===== config.mk =====
export PLATFORM = sky130hd
export DESIGN_NAME = pwm_action_qual
export DESIGN_NICKNAME = d
export VERILOG_FILES = /design/src/rtl/pwmaq_pkg.sv /design/src/rtl/pwmaq_regs.sv /design/src/rtl/pwmaq_chan.sv /design/src/rtl/pwmaq_force.sv /design/src/rtl/pwm_action_qual.sv
export SDC_FILE = /design/constraint.sdc
export NUM_CORES = 1
export LEC_CHECK = 0
export ABC_CLOCK_PERIOD_IN_PS = 4600
export BUFFER_PORTS_ARGS = -buffer_cell sky130_fd_sc_hd__buf_2
export CORE_MARGIN = 5
export CORE_UTILIZATION = 62
export CTS_BUF_LIST = sky130_fd_sc_hd__clkbuf_4 sky130_fd_sc_hd__clkbuf_8
export CTS_CLUSTER_DIAMETER = 200
export DETAILED_ROUTE_END_ITERATION = 12
export GPL_ROUTABILITY_DRIVEN = 0
export MAX_ROUTING_LAYER = met4
export PLACE_DENSITY = 0.91
export SLEW_MARGIN = 20
export SYNTH_ARGS = -nofsm -noshare
export SYNTH_HDL_FRONTEND = slang
export SYNTH_HIERARCHICAL = 1
export SYNTH_SLANG_ARGS = --single-unit

===== constraint.sdc =====
create_clock -name clk -period 4.6 [get_ports clk]
set_input_delay 0.69 -clock clk [delete_from_list [all_inputs] [get_ports clk]]
set_output_delay 0.69 -clock clk [all_outputs]
set_load 0.005 [all_outputs]

===== src/rtl/pwmaq_pkg.sv =====
package pwmaq_pkg;

  // Number of PWM outputs handled by the block.
  localparam int NCH = 2;

  // Width of the used part of an action register.
  localparam int ACT_W = 10;

  // Field positions inside an action register.
  localparam int ZRO_LSB = 0;
  localparam int PRD_LSB = 2;
  localparam int CAU_LSB = 4;
  localparam int CBU_LSB = 8;

  // Force-control layout.
  localparam int FRC_W   = 8;
  localparam int RLD_LSB = 6;

  // Register selects.
  localparam int SEL_CMPA = 0;
  localparam int SEL_CMPB = 1;
  localparam int SEL_ACTA = 2;
  localparam int SEL_ACTB = 3;
  localparam int SEL_FRC  = 4;

  typedef enum logic [1:0] {
    ACT_NONE   = 2'd0,
    ACT_LOW    = 2'd1,
    ACT_HIGH   = 2'd2,
    ACT_TOGGLE = 2'd3
  } act_e;

  typedef enum logic [1:0] {
    RLD_ZERO = 2'd0,
    RLD_PRD  = 2'd1,
    RLD_BOTH = 2'd2,
    RLD_NOW  = 2'd3
  } rld_e;

  typedef struct packed {
    logic zero;
    logic prd;
    logic cau;
    logic cbu;
  } evt_t;

  function automatic logic apply_act(act_e code, logic cur);
    case (code)
      ACT_LOW:    return 1'b0;
      ACT_HIGH:   return 1'b1;
      ACT_TOGGLE: return ~cur;
      default:    return cur;
    endcase
  endfunction

endpackage


===== src/rtl/pwmaq_regs.sv =====
module pwmaq_regs
  import pwmaq_pkg::*;
#(
  parameter int DW = 16,
  parameter int AW = 3
) (
  input  logic                     clk,
  input  logic                     rst_n,
  input  logic                     wr_en,
  input  logic [AW-1:0]            wr_sel,
  input  logic [DW-1:0]            wr_data,
  output logic [DW-1:0]            cmp_a_q,
  output logic [DW-1:0]            cmp_b_q,
  output logic [NCH-1:0][DW-1:0]   act_q,
  output logic [FRC_W-1:0]         frc_q
);

  localparam logic [AW-1:0] A_CMPA = AW'(SEL_CMPA);
  localparam logic [AW-1:0] A_CMPB = AW'(SEL_CMPB);
  localparam logic [AW-1:0] A_ACTA = AW'(SEL_ACTA);
  localparam logic [AW-1:0] A_ACTB = AW'(SEL_ACTB);
  localparam logic [AW-1:0] A_FRC  = AW'(SEL_FRC);

  logic [DW-1:0]          cmp_a_d, cmp_b_d;
  logic [NCH-1:0][DW-1:0] act_d;
  logic [FRC_W-1:0]       frc_d;

  always_comb begin
    cmp_a_d = cmp_a_q;
    cmp_b_d = cmp_b_q;
    act_d   = act_q;
    frc_d   = frc_q;
    if (wr_en) begin
      case (wr_sel)
        A_CMPA:  cmp_a_d  = wr_data;
        A_CMPB:  cmp_b_d  = wr_data;
        A_ACTA:  act_d[0] = wr_data;
        A_ACTB:  act_d[1] = wr_data;
        A_FRC:   frc_d    = wr_data[FRC_W-1:0];
        default: ;
      endcase
    end
  end

  always_ff @(posedge clk or negedge rst_n) begin
    if (!rst_n) begin
      cmp_a_q <= '0;
      cmp_b_q <= '0;
      act_q   <= '0;
      frc_q   <= '0;
    end else begin
      cmp_a_q <= cmp_a_d;
      cmp_b_q <= cmp_b_d;
      act_q   <= act_d;
      frc_q   <= frc_d;
    end
  end

endmodule


===== src/rtl/pwmaq_chan.sv =====
module pwmaq_chan
  import pwmaq_pkg::*;
(
  input  logic             clk,
  input  logic             rst_n,
  input  logic             tick_en,
  input  evt_t             ev,
  input  logic [ACT_W-1:0] act,
  output logic             lvl_q
);

  act_e win;
  logic lvl_d;

  // Later assignments override earlier ones: zero < period < cmpA < cmpB.
  always_comb begin
    win = ACT_NONE;
    if (ev.zero && act[ZRO_LSB+:2] != 2'd0) win = act_e'(act[ZRO_LSB+:2]);
    if (ev.prd  && act[PRD_LSB+:2] != 2'd0) win = act_e'(act[PRD_LSB+:2]);
    if (ev.cau  && act[CAU_LSB+:2] != 2'd0) win = act_e'(act[CAU_LSB+:2]);
    if (ev.cbu  && act[CBU_LSB+:2] != 2'd0) win = act_e'(act[CBU_LSB+:2]);
  end

  always_comb begin
    lvl_d = lvl_q;
    if (tick_en) lvl_d = apply_act(win, lvl_q);
  end

  always_ff @(posedge clk or negedge rst_n) begin
    if (!rst_n) lvl_q <= 1'b0;
    else        lvl_q <= lvl_d;
  end

endmodule


===== src/rtl/pwmaq_force.sv =====
module pwmaq_force
  import pwmaq_pkg::*;
(
  input  logic               clk,
  input  logic               rst_n,
  input  logic               tick_en,
  input  logic               zero_evt,
  input  logic               prd_evt,
  input  logic [2*NCH-1:0]   shadow,
  input  logic [1:0]         rld,
  output logic [2*NCH-1:0]   active_q
);

  logic             load;
  logic [2*NCH-1:0] active_d;

  always_comb begin
    case (rld_e'(rld))
      RLD_ZERO: load = zero_evt;
      RLD_PRD:  load = prd_evt;
      RLD_BOTH: load = zero_evt | prd_evt;
      default:  load = 1'b1;
    endcase
    load     = load & tick_en;
    active_d = load ? shadow : active_q;
  end

  always_ff @(posedge clk or negedge rst_n) begin
    if (!rst_n) active_q <= '0;
    else        active_q <= active_d;
  end

endmodule


===== src/rtl/pwm_action_qual.sv =====
module pwm_action_qual
  import pwmaq_pkg::*;
#(
  parameter int CW = 16,
  parameter int DW = 16,
  parameter int AW = 3
) (
  input  logic          clk,
  input  logic          rst_n,
  input  logic          tick_en,
  input  logic [CW-1:0] ctr,
  input  logic          zero_evt,
  input  logic          prd_evt,
  input  logic          wr_en,
  input  logic [AW-1:0] wr_sel,
  input  logic [DW-1:0] wr_data,
  output logic          pwm_a,
  output logic          pwm_b
);

  localparam int SYNC_N = 2;

  // Reset: asserted asynchronously, released on the clock.
  logic [SYNC_N-1:0] rst_sync_q;
  logic              rst_int;

  always_ff @(posedge clk or negedge rst_n) begin
    if (!rst_n) rst_sync_q <= '0;
    else        rst_sync_q <= {rst_sync_q[SYNC_N-2:0], 1'b1};
  end
  assign rst_int = rst_sync_q[SYNC_N-1];

  logic [DW-1:0]          cmp_a, cmp_b;
  logic [NCH-1:0][DW-1:0] act_q;
  logic [FRC_W-1:0]       frc_ctl;
  logic [2*NCH-1:0]       frc_act;
  logic [NCH-1:0]         ev_lvl;
  logic [NCH-1:0]         pwm_v;
  evt_t                   ev;

  pwmaq_regs #(.DW(DW), .AW(AW)) u_regs (
    .clk     (clk),
    .rst_n   (rst_int),
    .wr_en   (wr_en),
    .wr_sel  (wr_sel),
    .wr_data (wr_data),
    .cmp_a_q (cmp_a),
    .cmp_b_q (cmp_b),
    .act_q   (act_q),
    .frc_q   (frc_ctl)
  );

  always_comb begin
    ev.zero = zero_evt;
    ev.prd  = prd_evt;
    ev.cau  = (DW'(ctr) == cmp_a);
    ev.cbu  = (DW'(ctr) == cmp_b);
  end

  pwmaq_force u_force (
    .clk      (clk),
    .rst_n    (rst_int),
    .tick_en  (tick_en),
    .zero_evt (zero_evt),
    .prd_evt  (prd_evt),
    .shadow   (frc_ctl[2*NCH-1:0]),
    .rld      (frc_ctl[RLD_LSB+:2]),
    .active_q (frc_act)
  );

  for (genvar g = 0; g < NCH; g++) begin : g_ch
    pwmaq_chan u_chan (
      .clk     (clk),
      .rst_n   (rst_int),
      .tick_en (tick_en),
      .ev      (ev),
      .act     (act_q[g][ACT_W-1:0]),
      .lvl_q   (ev_lvl[g])
    );

    always_comb begin
      case (frc_act[2*g+:2])
        2'd1:    pwm_v[g] = 1'b0;
        2'd2:    pwm_v[g] = 1'b1;
        default: pwm_v[g] = ev_lvl[g];
      endcase
    end
  end

  assign pwm_a = pwm_v[0];
  assign pwm_b = pwm_v[1];

endmodule


# --- Word level (Yosys, flattened, before mapping) ---
# Index checks and enable logic that the tools add are counted.
# Widths: inputs -> output; s select.
op_classes:
  n_eq_ne: 18
  mux: 13
  bitwise: 4
  n_reduce_logical: 27
ops:
  columns: ["cell", "n"]
  rows:
  - ["$eq 16x16->1", 2]
  - ["$mux 2", 8]
  - ["$reduce_bool 2->1", 8]
  - ["$eq 2x2->1 const B", 7]
  - ["$reduce_and 2->1", 7]
  - ["$eq 2x1->1 const B", 5]
  - ["$pmux 1 s3", 3]
  - ["$logic_and 1x1->1", 8]
  - ["$eq 3x2->1 const B", 2]
  - ["$reduce_bool 3->1", 2]
  - ["$pmux 1 s2", 2]
  - ["$eq 3x1->1 const B", 1]
  - ["$eq 3x3->1 const B", 1]
  - ["$logic_not 3->1", 1]
  - ["$logic_not 2->1", 1]
  - ["$not 1->1", 2]
  - ["$and 1x1->1", 1]
  - ["$or 1x1->1", 1]
totals:
  regBits: 68
  input_bits: 41
  out_inout_bits: 2
  word_cells: 71

# --- Depth between registers and ports, before layout ---
depth:
  depth_word: 9
  depth_mapped: 7

# --- Modules after synthesis ---
# Netlist, hierarchy kept.
by_module_without_submodules:
  columns: ["mod", "instances", "cells_per_inst", "area_per_inst_um2", "seq_area_each_um2"]
  rows:
  - ["pwmaq_regs", 1, 156, 2762.6, 1801.7]
  - ["pwm_action_qual", 1, 51, 457.9, 50.0]
  - ["pwmaq_chan", 2, 18, 128.9, 25.0]
  - ["pwmaq_force", 1, 11, 186.4, 100.1]

# --- Least setup slack after synthesis ---
# Ideal clock, no wire load.
synth_path:
  path_type: "input to register"
  start: "input ctr[5]"
  end: "register g_ch[0].u_chan.lvl_q"
  setup_ps: 132
  t_arrival_ps: 1751
  path_slack_ps: 2717
  cell_stages: 6
  path_buffers: 0
  cell_sequence: "xnor2_1 nand4_1 nor4_2 o21ai_0 nand3_1 o221ai_2"
synth_lines:
  columns: ["item", "line", "text"]
  rows:
  - ["from (decl)", "pwm_action_qual.sv:11", "input logic [CW-1:0] ctr,"]
  - ["to (signal assigned)", "pwmaq_chan.sv:31", "else lvl_q <= lvl_d;"]
  - ["to (decl)", "pwmaq_chan.sv:9", "output logic lvl_q"]

# --- Worst setup path after layout ---
layout_path:
  start: "register u_force.active_q[2]"
  end: "output pwm_b"
layout_via:
  elab_chain_len: 2
layout_lines:
  columns: ["item", "line", "text"]
  rows:
  - ["from (decl)", "pwmaq_force.sv:11", "output logic [2*NCH-1:0] active_q"]
  - ["from (signal assigned)", "pwmaq_force.sv:30", "else active_q <= active_d;"]
  - ["$eq 2x2->1 / $eq 2x1->1 (equally long branches)", "pwm_action_qual.sv:82", "case (frc_act[2*g+:2])"]
  - ["$pmux 1 s2 (*)", "pwm_action_qual.sv:82", null]
  - ["to (decl)", "pwm_action_qual.sv:18", "output logic pwm_b"]
# Every way passes the cells marked *; elsewhere a longest branch is shown, timed or not.

==> key figures <==
Floorplanning
  – I/O pins: 43
  – Die width: approximately 80 um
  – Die Y: about 80 um
  – Std cell rows: 25
  – Core area: between 4000 and 5000 sq um
  – Initial core utilization: 63.76%
  – Total die area: around 6400 sq um

STA
  – Slew HR: 27.49%
  – Worst Tran Pin Value: between 1000 and 1500 ps
  – Final Hold Vio Count: 0
  – Part of the cycle the worst path needs: 46.65%
  – Fin crit period: 2146 ps
  – Final setup skew: 8.107 ps
  – Max-slew violations: 0
  – Fmax: 0.4660 GHz
  – Total Neg Setup Slack: 0 ps
  – Finish-stage setup viols: 0
  – RSZ-0062 raised after global routing: no

Clock tree
  – Clock tree sinks: 62
  – Clock root buffer: clkbuf_8
  – CTS Buf Count: 9
  – CTS Hold Bufs: 0
  – Worst skew pair latency: between 300 and 400 ps
  – CTS resizes: 0
  – Bufs on Longest Clock Path: 2
  – CTS tree: built
  – Clock-pin slew on the worst setup and hold paths: 70 ps
  – # Post-CTS Setup Buffers: 0
  – H-tree Lvls: 3

Setup path
  – Crit Path Class: register to output pin
  – Worst reg2reg path depth: 7
  – Critical Path End Type: output pin
  – R2R setup slack: 2650 ps
  – Reg2reg start: u_regs/cmp_b_q[1]$_DFFE_PN0P_
  – R2R Path End: g_ch[0].u_chan/lvl_q$_DFFE_PN0P_
  – Critical path fanouts, max: 2
  – Worst EP required: 3910 ps
  – Critical Path Sink: pwm_b
  – Critical path launch point type: register
  – CP arrival: roughly 1500 ps
  – Crit path from: u_force/active_q[2]$_DFFE_PN0P_

Job
  – Maxcap violations: 0

Placement
  – HPWL after DPL: 4202 um
  – PortBufs: 42

Global routing
  – Grt ovf: 0
  – Largest net degree at the start of global routing: 34
  – Number of global-route vias before repair: 1999
  – Global Route Usage Sum: 20.53%
  – Antenna violations before repair: 0
  – First-pass GRT wire length: 9466 um

Hold path
  – Min-delay worst type: input pin to asynchronous set/reset pin

Routing
  – DR DRC count: 0
  – Post-Route WL: 5732 um
  – Drt first pass iters: 4
  – Vias: 1871
  – Initial DRC count: 126
  – Routed wire length per instance: 17.11 um
  – Final ANT Viol Nets: 0
  – Vias per cell: around 5.6

Yosys
  – Cells after Synth: 218
  – Syn Area/Cell: 13.81 sq um
  – Post-synth net total: around 260
  – Number of synthesis warnings: 6
  – Mapped Area: 3012 sq um

Power and ir drop
  – Static leakage: 0.001457 uW
  – Tot Pwr: between 1500 and 2000 uW
  – Worst vdd ir: 0.2538 mV
  – Pwr/cell area: 452.6 nW/um^2

Cells and area
  – N_diodes: 0
  – Share of cells above drive strength 1: between 40% and 50%
  – Layout area overhead: 13.50%
  – Layout Nets: 308

Status
  – Status: completed
[routing by layer]
layer / vias up / GRT usage (%) / share of wire [%]
li1: 870 / - / -
met1: 950 / 25.95 / 44
met2: 42 / 32.30 / 50
met3: 9 / 3.837 / 3.5
met4: 0 / 9.278 / 1.8
met5: - / - / 0
[state kept, by name, indices dropped and copies added, names as in the netlist]
register and count:
u_regs/act_q 16, u_regs/frc_q 6, g_ch.u_chan/lvl_q 2, u_regs/cmp_a_q 16, u_force/active_q 4, rst_sync_q 2, u_regs/cmp_b_q 16
[final cells by class]
class                           instances  area, sq um
Clock inverter                          1        5.005
Tap cell                               67        83.83
Clock buffer                           13        172.7
Sequential cell                        62         1553
Fill cell                             299         1305
Inverter                                2        7.507
Timing Repair Buffer                   43        217.7
Multi-Input combinational cell        147         1379
[where the power goes]
group	internal (uW)	total (uW)	leakage, uW	switching [uW]
combinational	217	344	0.000623	127
clock	239	436	0.0000948	197
sequential	674	767	0.000740	93.3
total	1130	1550	0.00146	418
[how the worst min path moves through the flow]
stage	from	end	slack, ps	depth (start not counted)
2_1_floorplan	rst_sync_q[0]$_DFF_PN0_	rst_sync_q[1]$_DFF_PN0_	330	0
3_3_place_gp	rst_sync_q[1]$_DFF_PN0_	u_regs/cmp_b_q[15]$_DFFE_PN0P_	290	0
3_5_place_dp	rst_sync_q[1]$_DFF_PN0_	u_regs/cmp_b_q[15]$_DFFE_PN0P_	290	0
4_1_cts	rst_n	rst_sync_q[1]$_DFF_PN0_	120	1
5_1_grt	rst_n	rst_sync_q[1]$_DFF_PN0_	110	1
6_report	rst_n	rst_sync_q[1]$_DFF_PN0_	130	1
[metrics by stage]
stage | setup WS (ps) | hold WS (ps) | std cells | util, % | area [sq um]
after CTS | 2426 | 116.9 | 335 | 72.37 | 3418
after detailed placement | 2268 | 293.9 | 321 | 68.61 | 3241
after floorplan | 2717 | 331.2 | 218 | - | 3012
after global routing | 2385 | 113.0 | 335 | 72.37 | 3418
final | 2454 | 128.7 | 335 | 72.37 | 3418
after global placement | 2322 | 290.0 | 321 | 68.61 | 3241
[layout by cell type (no fill, tap or decap), types with 3 or more instances in the layout]
| cell type | n |
|---|---|
| nand2_1 | 14 |
| mux2_2 | 60 |
| and4bb_2 | 3 |
| nand3b_1 | 4 |
| dfrtp_1 | 61 |
| xnor2_1 | 32 |
| nand4_1 | 8 |
| o21ai_0 | 4 |
| buf_2 | 42 |
| clkbuf_8 | 12 |
| nand3_1 | 4 |
[critical path, cell delays in order, from the launching register on]
cell	delay, ps
dfrtp_1	340
inv_1	50
ha_1	280
mux2_2	320
buf_2	120
No activity file was read; power rests on OpenSTA's default activity.
